### src/rtl/uart_rx_pkg.sv
package uart_rx_pkg;

  localparam int CHAR_W = 8;

  typedef enum logic [1:0] {
    PM_CHECK = 2'b00,
    PM_FORCE = 2'b01,
    PM_NONE  = 2'b10,
    PM_ADDR  = 2'b11
  } par_mode_e;

  typedef enum logic [2:0] {
    ST_IDLE,
    ST_START,
    ST_DATA,
    ST_PAR,
    ST_STOP
  } rx_state_e;

  typedef struct packed {
    logic              addr;
    logic              ferr;
    logic              perr;
    logic [CHAR_W-1:0] data;
  } rx_char_t;

endpackage

### src/rtl/uart_rx_deframer.sv
module uart_rx_deframer
  import uart_rx_pkg::*;
#(
  parameter int OVERSAMPLE  = 16,
  parameter int SYNC_STAGES = 2
) (
  input  logic      clk,
  input  logic      rst_n,
  input  logic      clr,
  input  logic      tick,
  input  logic      rxd_async,
  input  logic [1:0] len_code,
  input  par_mode_e par_mode,
  input  logic      par_odd,
  output logic      chr_valid,
  output rx_char_t  chr
);

  localparam int PH_W  = $clog2(OVERSAMPLE);
  localparam int BIT_W = $clog2(CHAR_W);
  localparam logic [PH_W-1:0] PH_MID  = PH_W'(OVERSAMPLE / 2 - 1);
  localparam logic [PH_W-1:0] PH_LAST = PH_W'(OVERSAMPLE - 1);

  // input synchronizer, idles high
  logic [SYNC_STAGES-1:0] sync_q;
  logic                   rxd;

  always_ff @(posedge clk or negedge rst_n) begin
    if (!rst_n) sync_q <= '1;
    else        sync_q <= {sync_q[SYNC_STAGES-2:0], rxd_async};
  end
  assign rxd = sync_q[SYNC_STAGES-1];

  rx_state_e         state_q, state_n;
  logic [PH_W-1:0]   phase_q, phase_n;
  logic [BIT_W-1:0]  bit_q, bit_n;
  logic [CHAR_W-1:0] shreg_q, shreg_n;
  logic              par_q, par_n;
  logic              valid_q, valid_n;
  rx_char_t          chr_q, chr_n;

  logic [BIT_W-1:0]  last_bit;
  logic              data_par;
  logic              exp_par;
  logic              par_checked;

  assign last_bit    = BIT_W'(CHAR_W - 4) + BIT_W'(len_code);
  assign data_par    = ^shreg_q;
  assign exp_par     = (par_mode == PM_CHECK) ? (par_odd ? ~data_par : data_par) : par_odd;
  assign par_checked = (par_mode == PM_CHECK) || (par_mode == PM_FORCE);

  always_comb begin
    state_n = state_q;
    phase_n = phase_q;
    bit_n   = bit_q;
    shreg_n = shreg_q;
    par_n   = par_q;
    valid_n = 1'b0;
    chr_n   = chr_q;
    if (tick) begin
      case (state_q)
        ST_IDLE: begin
          if (!rxd) begin
            state_n = ST_START;
            phase_n = '0;
          end
        end
        ST_START: begin
          if (phase_q == PH_MID) begin
            phase_n = '0;
            if (!rxd) begin
              state_n = ST_DATA;
              bit_n   = '0;
              shreg_n = '0;
            end else begin
              state_n = ST_IDLE;
            end
          end else begin
            phase_n = phase_q + 1'b1;
          end
        end
        ST_DATA: begin
          if (phase_q == PH_LAST) begin
            phase_n        = '0;
            shreg_n[bit_q] = rxd;
            if (bit_q == last_bit) state_n = (par_mode == PM_NONE) ? ST_STOP : ST_PAR;
            else                   bit_n   = bit_q + 1'b1;
          end else begin
            phase_n = phase_q + 1'b1;
          end
        end
        ST_PAR: begin
          if (phase_q == PH_LAST) begin
            phase_n = '0;
            par_n   = rxd;
            state_n = ST_STOP;
          end else begin
            phase_n = phase_q + 1'b1;
          end
        end
        ST_STOP: begin
          if (phase_q == PH_LAST) begin
            phase_n    = '0;
            state_n    = ST_IDLE;
            valid_n    = 1'b1;
            chr_n.data = shreg_q;
            chr_n.perr = par_checked & (par_q != exp_par);
            chr_n.ferr = ~rxd;
            chr_n.addr = (par_mode == PM_ADDR) & par_q;
          end else begin
            phase_n = phase_q + 1'b1;
          end
        end
        default: state_n = ST_IDLE;
      endcase
    end
  end

  always_ff @(posedge clk or negedge rst_n) begin
    if (!rst_n) begin
      state_q <= ST_IDLE;
      phase_q <= '0;
      bit_q   <= '0;
      shreg_q <= '0;
      par_q   <= 1'b0;
      valid_q <= 1'b0;
      chr_q   <= '0;
    end else if (clr) begin
      state_q <= ST_IDLE;
      phase_q <= '0;
      valid_q <= 1'b0;
    end else begin
      state_q <= state_n;
      phase_q <= phase_n;
      bit_q   <= bit_n;
      shreg_q <= shreg_n;
      par_q   <= par_n;
      valid_q <= valid_n;
      chr_q   <= chr_n;
    end
  end

  assign chr_valid = valid_q;
  assign chr       = chr_q;

endmodule

### src/rtl/uart_rx_fifo.sv
module uart_rx_fifo
  import uart_rx_pkg::*;
#(
  parameter int DEPTH = 8,
  localparam int PTR_W = (DEPTH > 1) ? $clog2(DEPTH) : 1,
  localparam int CNT_W = $clog2(DEPTH + 1)
) (
  input  logic             clk,
  input  logic             rst_n,
  input  logic             clr,
  input  logic             push,
  input  rx_char_t         wdata,
  input  logic             pop,
  output rx_char_t         rdata,
  output logic [CNT_W-1:0] cnt,
  output logic             full,
  output logic             drop
);

  rx_char_t         mem [DEPTH];
  logic [PTR_W-1:0] wr_q, wr_n, rd_q, rd_n;
  logic [CNT_W-1:0] cnt_q, cnt_n;
  logic             do_push, do_pop;

  function automatic logic [PTR_W-1:0] ptr_inc(input logic [PTR_W-1:0] p);
    return (p == PTR_W'(DEPTH - 1)) ? '0 : p + 1'b1;
  endfunction

  assign full    = (cnt_q == CNT_W'(DEPTH));
  assign do_push = push & ~full;
  assign do_pop  = pop & (cnt_q != '0);
  assign drop    = push & full;

  always_comb begin
    wr_n  = do_push ? ptr_inc(wr_q) : wr_q;
    rd_n  = do_pop  ? ptr_inc(rd_q) : rd_q;
    case ({do_push, do_pop})
      2'b10:   cnt_n = cnt_q + 1'b1;
      2'b01:   cnt_n = cnt_q - 1'b1;
      default: cnt_n = cnt_q;
    endcase
  end

  always_ff @(posedge clk or negedge rst_n) begin
    if (!rst_n) begin
      wr_q  <= '0;
      rd_q  <= '0;
      cnt_q <= '0;
    end else if (clr) begin
      wr_q  <= '0;
      rd_q  <= '0;
      cnt_q <= '0;
    end else begin
      wr_q  <= wr_n;
      rd_q  <= rd_n;
      cnt_q <= cnt_n;
    end
  end

  // storage array carries no reset
  always_ff @(posedge clk) begin
    if (do_push) mem[wr_q] <= wdata;
  end

  assign rdata = mem[rd_q];
  assign cnt   = cnt_q;

endmodule

### src/rtl/uart_rx_errstat.sv
module uart_rx_errstat (
  input  logic clk,
  input  logic rst_n,
  input  logic clr,
  input  logic block_mode,
  input  logic chr_valid,
  input  logic chr_perr,
  input  logic chr_ferr,
  input  logic drop,
  output logic sticky_perr,
  output logic sticky_ferr,
  output logic sticky_ovr
);

  logic perr_q, perr_n;
  logic ferr_q, ferr_n;
  logic ovr_q,  ovr_n;
  logic acc;

  assign acc = block_mode & chr_valid;

  always_comb begin
    if (clr) begin
      perr_n = 1'b0;
      ferr_n = 1'b0;
      ovr_n  = 1'b0;
    end else begin
      perr_n = perr_q | (acc & chr_perr);
      ferr_n = ferr_q | (acc & chr_ferr);
      ovr_n  = ovr_q  | drop;
    end
  end

  always_ff @(posedge clk or negedge rst_n) begin
    if (!rst_n) begin
      perr_q <= 1'b0;
      ferr_q <= 1'b0;
      ovr_q  <= 1'b0;
    end else begin
      perr_q <= perr_n;
      ferr_q <= ferr_n;
      ovr_q  <= ovr_n;
    end
  end

  assign sticky_perr = perr_q;
  assign sticky_ferr = ferr_q;
  assign sticky_ovr  = ovr_q;

endmodule

### src/rtl/uart_rx_framer.sv
module uart_rx_framer
  import uart_rx_pkg::*;
#(
  parameter int OVERSAMPLE  = 16,
  parameter int FIFO_DEPTH  = 8,
  parameter int SYNC_STAGES = 2
) (
  input  logic       clk,
  input  logic       rst_n,
  input  logic       rx_serial,
  input  logic       sample_tick,
  input  logic [7:0] mode_cfg,
  input  logic       rx_enable,
  input  logic       rx_reset,
  input  logic       err_reset,
  input  logic       rx_pop,
  output logic [7:0] rx_data,
  output logic       rx_avail,
  output logic       rx_full,
  output logic       st_parity,
  output logic       st_frame,
  output logic       st_overrun,
  output logic       st_addr,
  output logic       rx_irq
);

  localparam int CNT_W = $clog2(FIFO_DEPTH + 1);

  logic [1:0]       len_code;
  logic             par_odd;
  par_mode_e        par_mode;
  logic             block_mode;
  logic             irq_on_full;
  logic             unused_mode;

  assign len_code    = mode_cfg[1:0];
  assign par_odd     = mode_cfg[2];
  assign par_mode    = par_mode_e'(mode_cfg[4:3]);
  assign block_mode  = mode_cfg[5];
  assign irq_on_full = mode_cfg[6];
  assign unused_mode = mode_cfg[7];

  logic             chr_valid;
  rx_char_t         chr_rec;
  rx_char_t         head;
  logic [CNT_W-1:0] fifo_cnt;
  logic             fifo_drop;
  logic             sticky_perr, sticky_ferr, sticky_ovr;

  uart_rx_deframer #(
    .OVERSAMPLE (OVERSAMPLE),
    .SYNC_STAGES(SYNC_STAGES)
  ) u_deframer (
    .clk      (clk),
    .rst_n    (rst_n),
    .clr      (rx_reset | ~rx_enable),
    .tick     (sample_tick),
    .rxd_async(rx_serial),
    .len_code (len_code),
    .par_mode (par_mode),
    .par_odd  (par_odd),
    .chr_valid(chr_valid),
    .chr      (chr_rec)
  );

  uart_rx_fifo #(
    .DEPTH(FIFO_DEPTH)
  ) u_fifo (
    .clk  (clk),
    .rst_n(rst_n),
    .clr  (rx_reset),
    .push (chr_valid),
    .wdata(chr_rec),
    .pop  (rx_pop),
    .rdata(head),
    .cnt  (fifo_cnt),
    .full (rx_full),
    .drop (fifo_drop)
  );

  uart_rx_errstat u_errstat (
    .clk        (clk),
    .rst_n      (rst_n),
    .clr        (rx_reset | err_reset),
    .block_mode (block_mode),
    .chr_valid  (chr_valid),
    .chr_perr   (chr_rec.perr),
    .chr_ferr   (chr_rec.ferr),
    .drop       (fifo_drop),
    .sticky_perr(sticky_perr),
    .sticky_ferr(sticky_ferr),
    .sticky_ovr (sticky_ovr)
  );

  assign rx_avail   = (fifo_cnt != '0);
  assign rx_data    = rx_avail ? head.data : '0;
  assign st_addr    = rx_avail & head.addr;
  assign st_parity  = block_mode ? sticky_perr : (rx_avail & head.perr);
  assign st_frame   = block_mode ? sticky_ferr : (rx_avail & head.ferr);
  assign st_overrun = sticky_ovr;
  assign rx_irq     = irq_on_full ? rx_full : rx_avail;

endmodule

### config.mk
export PLATFORM = sky130hd
export DESIGN_NAME = uart_rx_framer
export DESIGN_NICKNAME = d
export VERILOG_FILES = /design/src/rtl/uart_rx_pkg.sv /design/src/rtl/uart_rx_deframer.sv /design/src/rtl/uart_rx_fifo.sv /design/src/rtl/uart_rx_errstat.sv /design/src/rtl/uart_rx_framer.sv
export SDC_FILE = /design/constraint.sdc
export NUM_CORES = 1
export LEC_CHECK = 0
export BUFFER_PORTS_ARGS = -buffer_cell sky130_fd_sc_hd__buf_2
export CORE_ASPECT_RATIO = 1.75
export CORE_MARGIN = 3
export CORE_UTILIZATION = 55
export DETAILED_ROUTE_END_ITERATION = 8
export HOLD_SLACK_MARGIN = 0.08
export PLACE_DENSITY = 0.76
export SLEW_MARGIN = 10
export SYNTH_ARGS = -nofsm -noshare
export SYNTH_HDL_FRONTEND = slang
export SYNTH_HIERARCHICAL = 1
export SYNTH_SLANG_ARGS = --single-unit
### constraint.sdc
create_clock -name clk -period 2.5 [get_ports clk]
set_input_delay 0.25 -clock clk [delete_from_list [all_inputs] [get_ports clk]]
set_output_delay 0.25 -clock clk [all_outputs]
set_load 0.03 [all_outputs]
==> results of run 1 <==
tightest hold or removal path, stage by stage:
cell and delay [ns]:
buf_2 0.07, or2_2 0.13, nor2_1 0.05
worst max-delay path by stage:
stage                         from               end  slack [ns]  cells past startpoint
floorplan            u_fifo/cnt[0]  u_fifo/mem[0][0]        0.07                      3
global placement     u_fifo/cnt[2]     u_fifo/cnt[3]        0.27                      7
global route        u_fifo/rd_q[0]         st_parity      -0.008                      6
detailed placement   u_fifo/cnt[2]     u_fifo/cnt[3]        0.25                      7
finish              u_fifo/rd_q[0]          st_frame        0.06                      6
CTS                 u_fifo/rd_q[0]          st_frame        0.05                      6
registers in the layout, indices dropped and copies added, names as in the netlist:
signal,flops
u_fifo/mem,88
u_deframer/chr,11
u_deframer/shreg_q,8
u_deframer/phase_q,4
u_fifo/cnt,4
u_deframer/bit_q,3
u_deframer/state_q,3
u_fifo/rd_q,3
u_fifo/wr_q,3
u_deframer/sync_q,2
u_deframer/chr_valid,1
u_deframer/par_q,1
u_errstat/sticky_ferr,1
u_errstat/sticky_ovr,1
u_errstat/sticky_perr,1
power groups by stage:
stage          Sequential, mW  Clock [mW]  Combinational [mW]
6_report                 2.40        2.67                1.01
2_1_floorplan            2.44           0               0.760
4_1_cts                  2.40        2.69                1.03
3_3_place_gp             2.45           0               0.988
3_5_place_dp             2.45           0                1.01
5_1_grt                  2.40        2.79                1.08
timing repair:
item | 4_1_cts | 5_1_grt
hold buffers | 2 | 0
buffers inserted | 2 | 0
endpoints found under the setup margin | 10 | 2
endpoints found under the hold margin | 21 | 0
pin swaps | 0 | 0
resized for setup | 1 | 0
cell usage in the layout, fill, tap and decap left out, types with 3 or more instances in the layout:
master / n
or3_1: 5
clkbuf_16: 17
xor2_1: 3
ha_1: 8
o21ai_0: 20
and2_4: 9
buf_2: 29
clkinv_2: 3
edfxtp_1: 88
mux2_2: 14
nor2_1: 23
nor3_1: 10
nand2_1: 42
nand3_1: 6
a31oi_1: 11
a21oi_1: 11
clkinvlp_4: 3
mux2i_1: 4
inv_1: 8
nand2b_1: 8
o21ai_1: 3
xnor2_1: 9
bufinv_16: 5
buf_4: 22
o41ai_1: 5
dfrtp_1: 43
mux4_2: 22
per-stage QoR:
stage	area [um2]	worst slack, ns	TNS [ns]	utilization
6_report	7070	0.0610	0	0.674
5_1_grt	7070	-0.00754	-0.0140	0.674
4_1_cts	7070	0.0452	0	0.674
3_5_place_dp	6390	0.245	0	0.610
3_3_place_gp	6390	0.268	0	0.610
2_1_floorplan	6020	0.0675	0	-
kinds of logic (layout without fill, tap and decap cells):
kind of cell,Yosys count,in the layout,share of synthesized area
flip-flops,134,134,0.631
AND/OR/NAND/NOR,123,123,0.109
AO/OA/AOI/OAI,71,71,0.0817
multiplexers,41,41,0.117
buffers and inverters,30,96,0.0256
XOR/XNOR,12,12,0.0175
adder cells (fa/ha/maj),9,9,0.0183
layer usage:
layer  vias to the layer above  share of wire
li1                       1702              -
met1                      1826           0.37
met2                        94           0.56
met3                        27          0.045
met4                         0          0.025
met5                         -              0
cell type report:
cell class                      instances  area [um2]
Sequential cell                       134        3800
Fill cell                             709        3420
Multi-Input combinational cell        256        2080
Clock buffer                           19         433
Timing Repair Buffer                   54         350
Clock inverter                         13         205
Tap cell                              127         159
Inverter                               10        37.5
==> reports/metrics.yaml, run 1 <==
timing:
  period_share: 0.976
  maxSlewHeadroom: 0.583
  worst_slew_pin_slew_ns: 0.626
  setup_viol: 0
  finalHoldViolCount: 0
  rsz0062_at_grt: "yes"
  finalClockSkew_ns: 0.00721
  timing.hold.ws_ns: 0.133
  final.min_clock_period_ns: 2.44
  drv_slew: 0
  max_clock_freq_mhz: 410
power_and_ir_drop:
  leakage_nw: 2.51
  internal_power_mw: 4.56
  p_comb_frac: 0.167
  power_switching_mw: 1.52
  vdd_ir_drop_max_v: 0.000683
  sw_frac_of_total: 0.250
  power.total_mw: 6.08
  power_frac_seq: 0.395
  clockPowerShare: 0.439
  p_per_area_nw_per_um2: 860
placed_design:
  hpwl_um: 7760
  gp_congestion: 0.801
  portBuffers: 29
  placedCellCount: 577
setup_path:
  r2r_end: "u_fifo/cnt[3]"
  crit_chain: "buf_12 > mux4_2 > mux2_2 > nand2b_1 > o21ai_1 > buf_2"
  critPathBufInv: 2
  start_kind: "register"
  critPathMaxFanout: 14
  crit_type: "register to output pin"
  worst-r2r-cell-count: 7
  critical_path.top_delay_family: "multiplexers"
  arrival_ns: 2.19
  required_ns: 2.25
  end_kind: "output pin"
  critPathMaxStageDelay_ns: 0.54
  rrSetupSlack_ns: 0.24
  crit_slowest_cell: "mux4_2"
  r2r-start: "u_fifo/cnt[2]"
synth:
  synth_area_leaders: "edfxtp_1, dfrtp_1, mux4_2"
  synth_fp_nets: 444
  synth_warnings: 6
  synth_flop_cell: "edfxtp_1"
  synth-seq-cells: 134
  async_flop_share: 0.343
  synthTopCellsByCount: "edfxtp_1, dfrtp_1, nand2_1"
  synth_area_per_cell_um2: 14.3
  synth_top_cell_area_share: 0.439
  synth_edf_count: 88
  yosysTopAreaCell: "edfxtp_1"
  synth.most_common_cell: "edfxtp_1"
  syn_inst: 420
  yosysSeqAreaShare: 0.631
  synthesis.area_um2: 6020
  ys_types: 65
run_status:
  status: "finished clean"
clock_network:
  cts_tree: "yes"
  clockBufferDepth: 2
  clk_pin_slew_worst_paths_ns: 0.05
  htreeDepth: 4
  cts-root-buf: "clkbuf_16"
  insertion_delay_ns: 0.42
  numCtsBuffers: 17
  cts.sinks: 134
detailed_routing:
  initialDrtViolationCount: 192
  drt-vias-per-instance: 5.95
  drtPass1Iterations: 4
  vias: 3649
  ant_nets: 0
  finalWirelength_um: 12000
  drc_errors: 0
  wl_per_cell_um: 19.6
global_routing:
  grt_max_degree: 25
  use_met3: 0.0610
  track_usage: 0.211
  grt-ovfl-total: 0
  met1_usage: 0.221
  antenna_found_initial: 0
  met2_usage: 0.396
  grt_busiest_layer: "met2"
  grt_pass1_vias: 3755
  grt_pass1_wl_um: 19100
job:
  cap_violations: 0
die:
  dieWidth_um: 85.1
  start_util: 0.574
  fp.dieH_um: 144
  io_pins: 31
  rows: 49
  dieArea_um2: 12300
  coreArea_um2: 10500
final_layout:
  antenna_cells: 0
  area_growth_pct: 17.4
  fin_cells: 613
  nets: 497
  drive_gt1_frac: 0.298
hold_path:
  hold_depth: 3
  whs_endpoint: "u_errstat/sticky_perr"
  hp-start: "err_reset"
  hold_class: "input port to register"
Power figures use the tool's default switching activity.
==> inputs of run 2 (changes only) <==
==> constraint.sdc (replaced) <==
create_clock -name clk -period 2.5 [get_ports clk]
set_input_delay 0.25 -clock clk [delete_from_list [all_inputs] [get_ports clk]]
set_output_delay 0.25 -clock clk [all_outputs]
set_load 0.01 [all_outputs]
==> run 2 against run 1 <==
Against the previous run: flip-flop and latch count stayed put; worst hold slack worse by 0.010 ns; clock-buffer cell count grew 2; combinational power shrank 17%; sequential share of layout area up 0.42 points; utilization shrank 0.53 points; total power is 7.4% lower; register-to-register slack worse by 0.02 ns; critical path type unchanged; highest routed layer unchanged; sequential power is essentially flat; clock power down 10%; via count fell by 0.74%; largest power group is now sequential cells.
==> reports/metrics.yaml, run 2 (synthesis results as in run 1) <==
final_layout:
  final_common_cell: "edfxtp_1"
  area_growth_pct: 16.5
  regMostFlops: "u_fifo/mem"
  ff_latch_area_um2: 3800
  fin_cells: 612
  drive_gt1_frac: 0.289
  mostFrequentLayoutCells: "edfxtp_1, dfrtp_1, nand2_1"
  fillers: 697
  nets: 496
  finalInstanceArea_um2: 7010
  antenna_cells: 0
  largest_register_ffs: 88
  utilization: 0.669
  multi_input_area_um2: 2080
detailed_routing:
  vias: 3622
  drt-vias-per-instance: 5.92
  ant_nets: 0
  finalWirelength_um: 11400
  drc_errors: 0
  drtPass1Iterations: 5
  wl_per_cell_um: 18.6
  initialDrtViolationCount: 157
power_and_ir_drop:
  p_per_area_nw_per_um2: 803
  leakage_nw: 2.48
  vdd_ir_drop_max_v: 0.000525
timing:
  period_share: 0.966
  final.min_clock_period_ns: 2.41
  rsz0062_at_grt: "no"
  drv_slew: 0
  finalClockSkew_ns: 0.0103
  finalHoldViolCount: 0
  setup_viol: 0
  worst_slew_pin_slew_ns: 0.663
  maxSlewHeadroom: 0.558
  max_clock_freq_mhz: 414
  tns_ns: 0
clock_network:
  htreeDepth: 4
  cts.sinks: 134
  clk_pin_slew_worst_paths_ns: 0.05
  cts_tree: "yes"
  cts-root-buf: "clkbuf_16"
  insertion_delay_ns: 0.41
  clockBufferDepth: 2
  numCtsBuffers: 17
global_routing:
  grt_pass1_wl_um: 18200
  grt_pass1_vias: 3682
  track_usage: 0.198
  grt_max_degree: 25
  grt-ovfl-total: 0
  antenna_found_initial: 0
die:
  fp.dieH_um: 144
  coreArea_um2: 10500
  dieWidth_um: 85.1
  io_pins: 31
  start_util: 0.574
  dieArea_um2: 12300
  rows: 49
run_status:
  status: "finished clean"
setup_path:
  arrival_ns: 2.16
  required_ns: 2.25
  crit_type: "register to output pin"
  start_kind: "register"
  critPathBufInv: 2
  critPathMaxFanout: 11
  end_kind: "output pin"
  critical_path.top_delay_family: "multiplexers"
  critPathMaxStageDelay_ns: 0.51
  crit_slowest_cell: "mux4_2"
  crit_chain: "buf_12 > mux4_2 > mux2_2 > nand2b_1 > o21ai_1 > buf_2"
placed_design:
  gp_congestion: 0.801
  portBuffers: 29
  hpwl_um: 7470
  placedCellCount: 575
  place_area_um2: 6380
job:
  cap_violations: 0
hold_path:
  hold_class: "input port to register"
-- run 2: tightest hold or removal path, stage by stage --
cell,delay (ns)
buf_2,0.07
or2_2,0.13
nor2_1,0.05
-- run 2: worst paths after layout --
kind	start	to	slack, ns	depth (start not counted)
worst max-delay path	u_fifo/rd_q[0]	st_frame	0.09	6
worst min-delay path	err_reset	u_errstat/sticky_perr	0.12	3
worst max register to register	u_fifo/cnt[2]	u_fifo/cnt[3]	0.22	7
worst min register to register	u_deframer/sync_q[0]	u_deframer/sync_q[1]	0.36	0
max in group asynchronous	rst_n	u_deframer/chr[0]	1.42	3
min in group asynchronous	rst_n	u_fifo/cnt[0]	0.35	2
-- run 2: where the power goes --
| part | total, mW | internal (mW) | leakage, nW | switching, mW |
|---|---|---|---|---|
| clock | 2.39 | 1.55 | 0.276 | 0.836 |
| sequential | 2.41 | 2.37 | 1.27 | 0.0404 |
| combinational | 0.834 | 0.439 | 0.939 | 0.395 |
-- run 2: cell type report --
type / count / share of cell area
sequential: 134 / 0.542
multi-input combinational: 256 / 0.297
clock buffer: 21 / 0.0628
timing repair buffer: 53 / 0.0514
tap: 127 / 0.0227
clock inverter: 11 / 0.0189
inverter: 10 / 0.00535
-- run 2: repair_timing --
item	CTS	global route
cloned	0	1
pin swaps	0	0
endpoints found under the setup margin	2	2
setup buffers	0	2
hold buffers	2	0
resized for setup	1	0
hold endpoints to repair	21	0
-- run 2: per-stage QoR --
step / hold WS [ns] / power, mW / setup WS [ns]
3_5_place_dp: 0.267 / 3.26 / 0.233
3_3_place_gp: 0.258 / 3.24 / 0.270
5_1_grt: 0.133 / 5.84 / 0.0117
6_report: 0.123 / 5.63 / 0.0856
4_1_cts: 0.116 / 5.65 / 0.0233
2_1_floorplan: -0.0456 / 3.01 / 0.0675
-- run 2: routing by layer --
layer	wire length [um]	up-vias	GRT usage
met5	0	-	0
met2	6510	95	0.374
met3	443	21	0.0485
met1	4190	1812	0.209
li1	-	1694	-
met4	223	0	0.0742
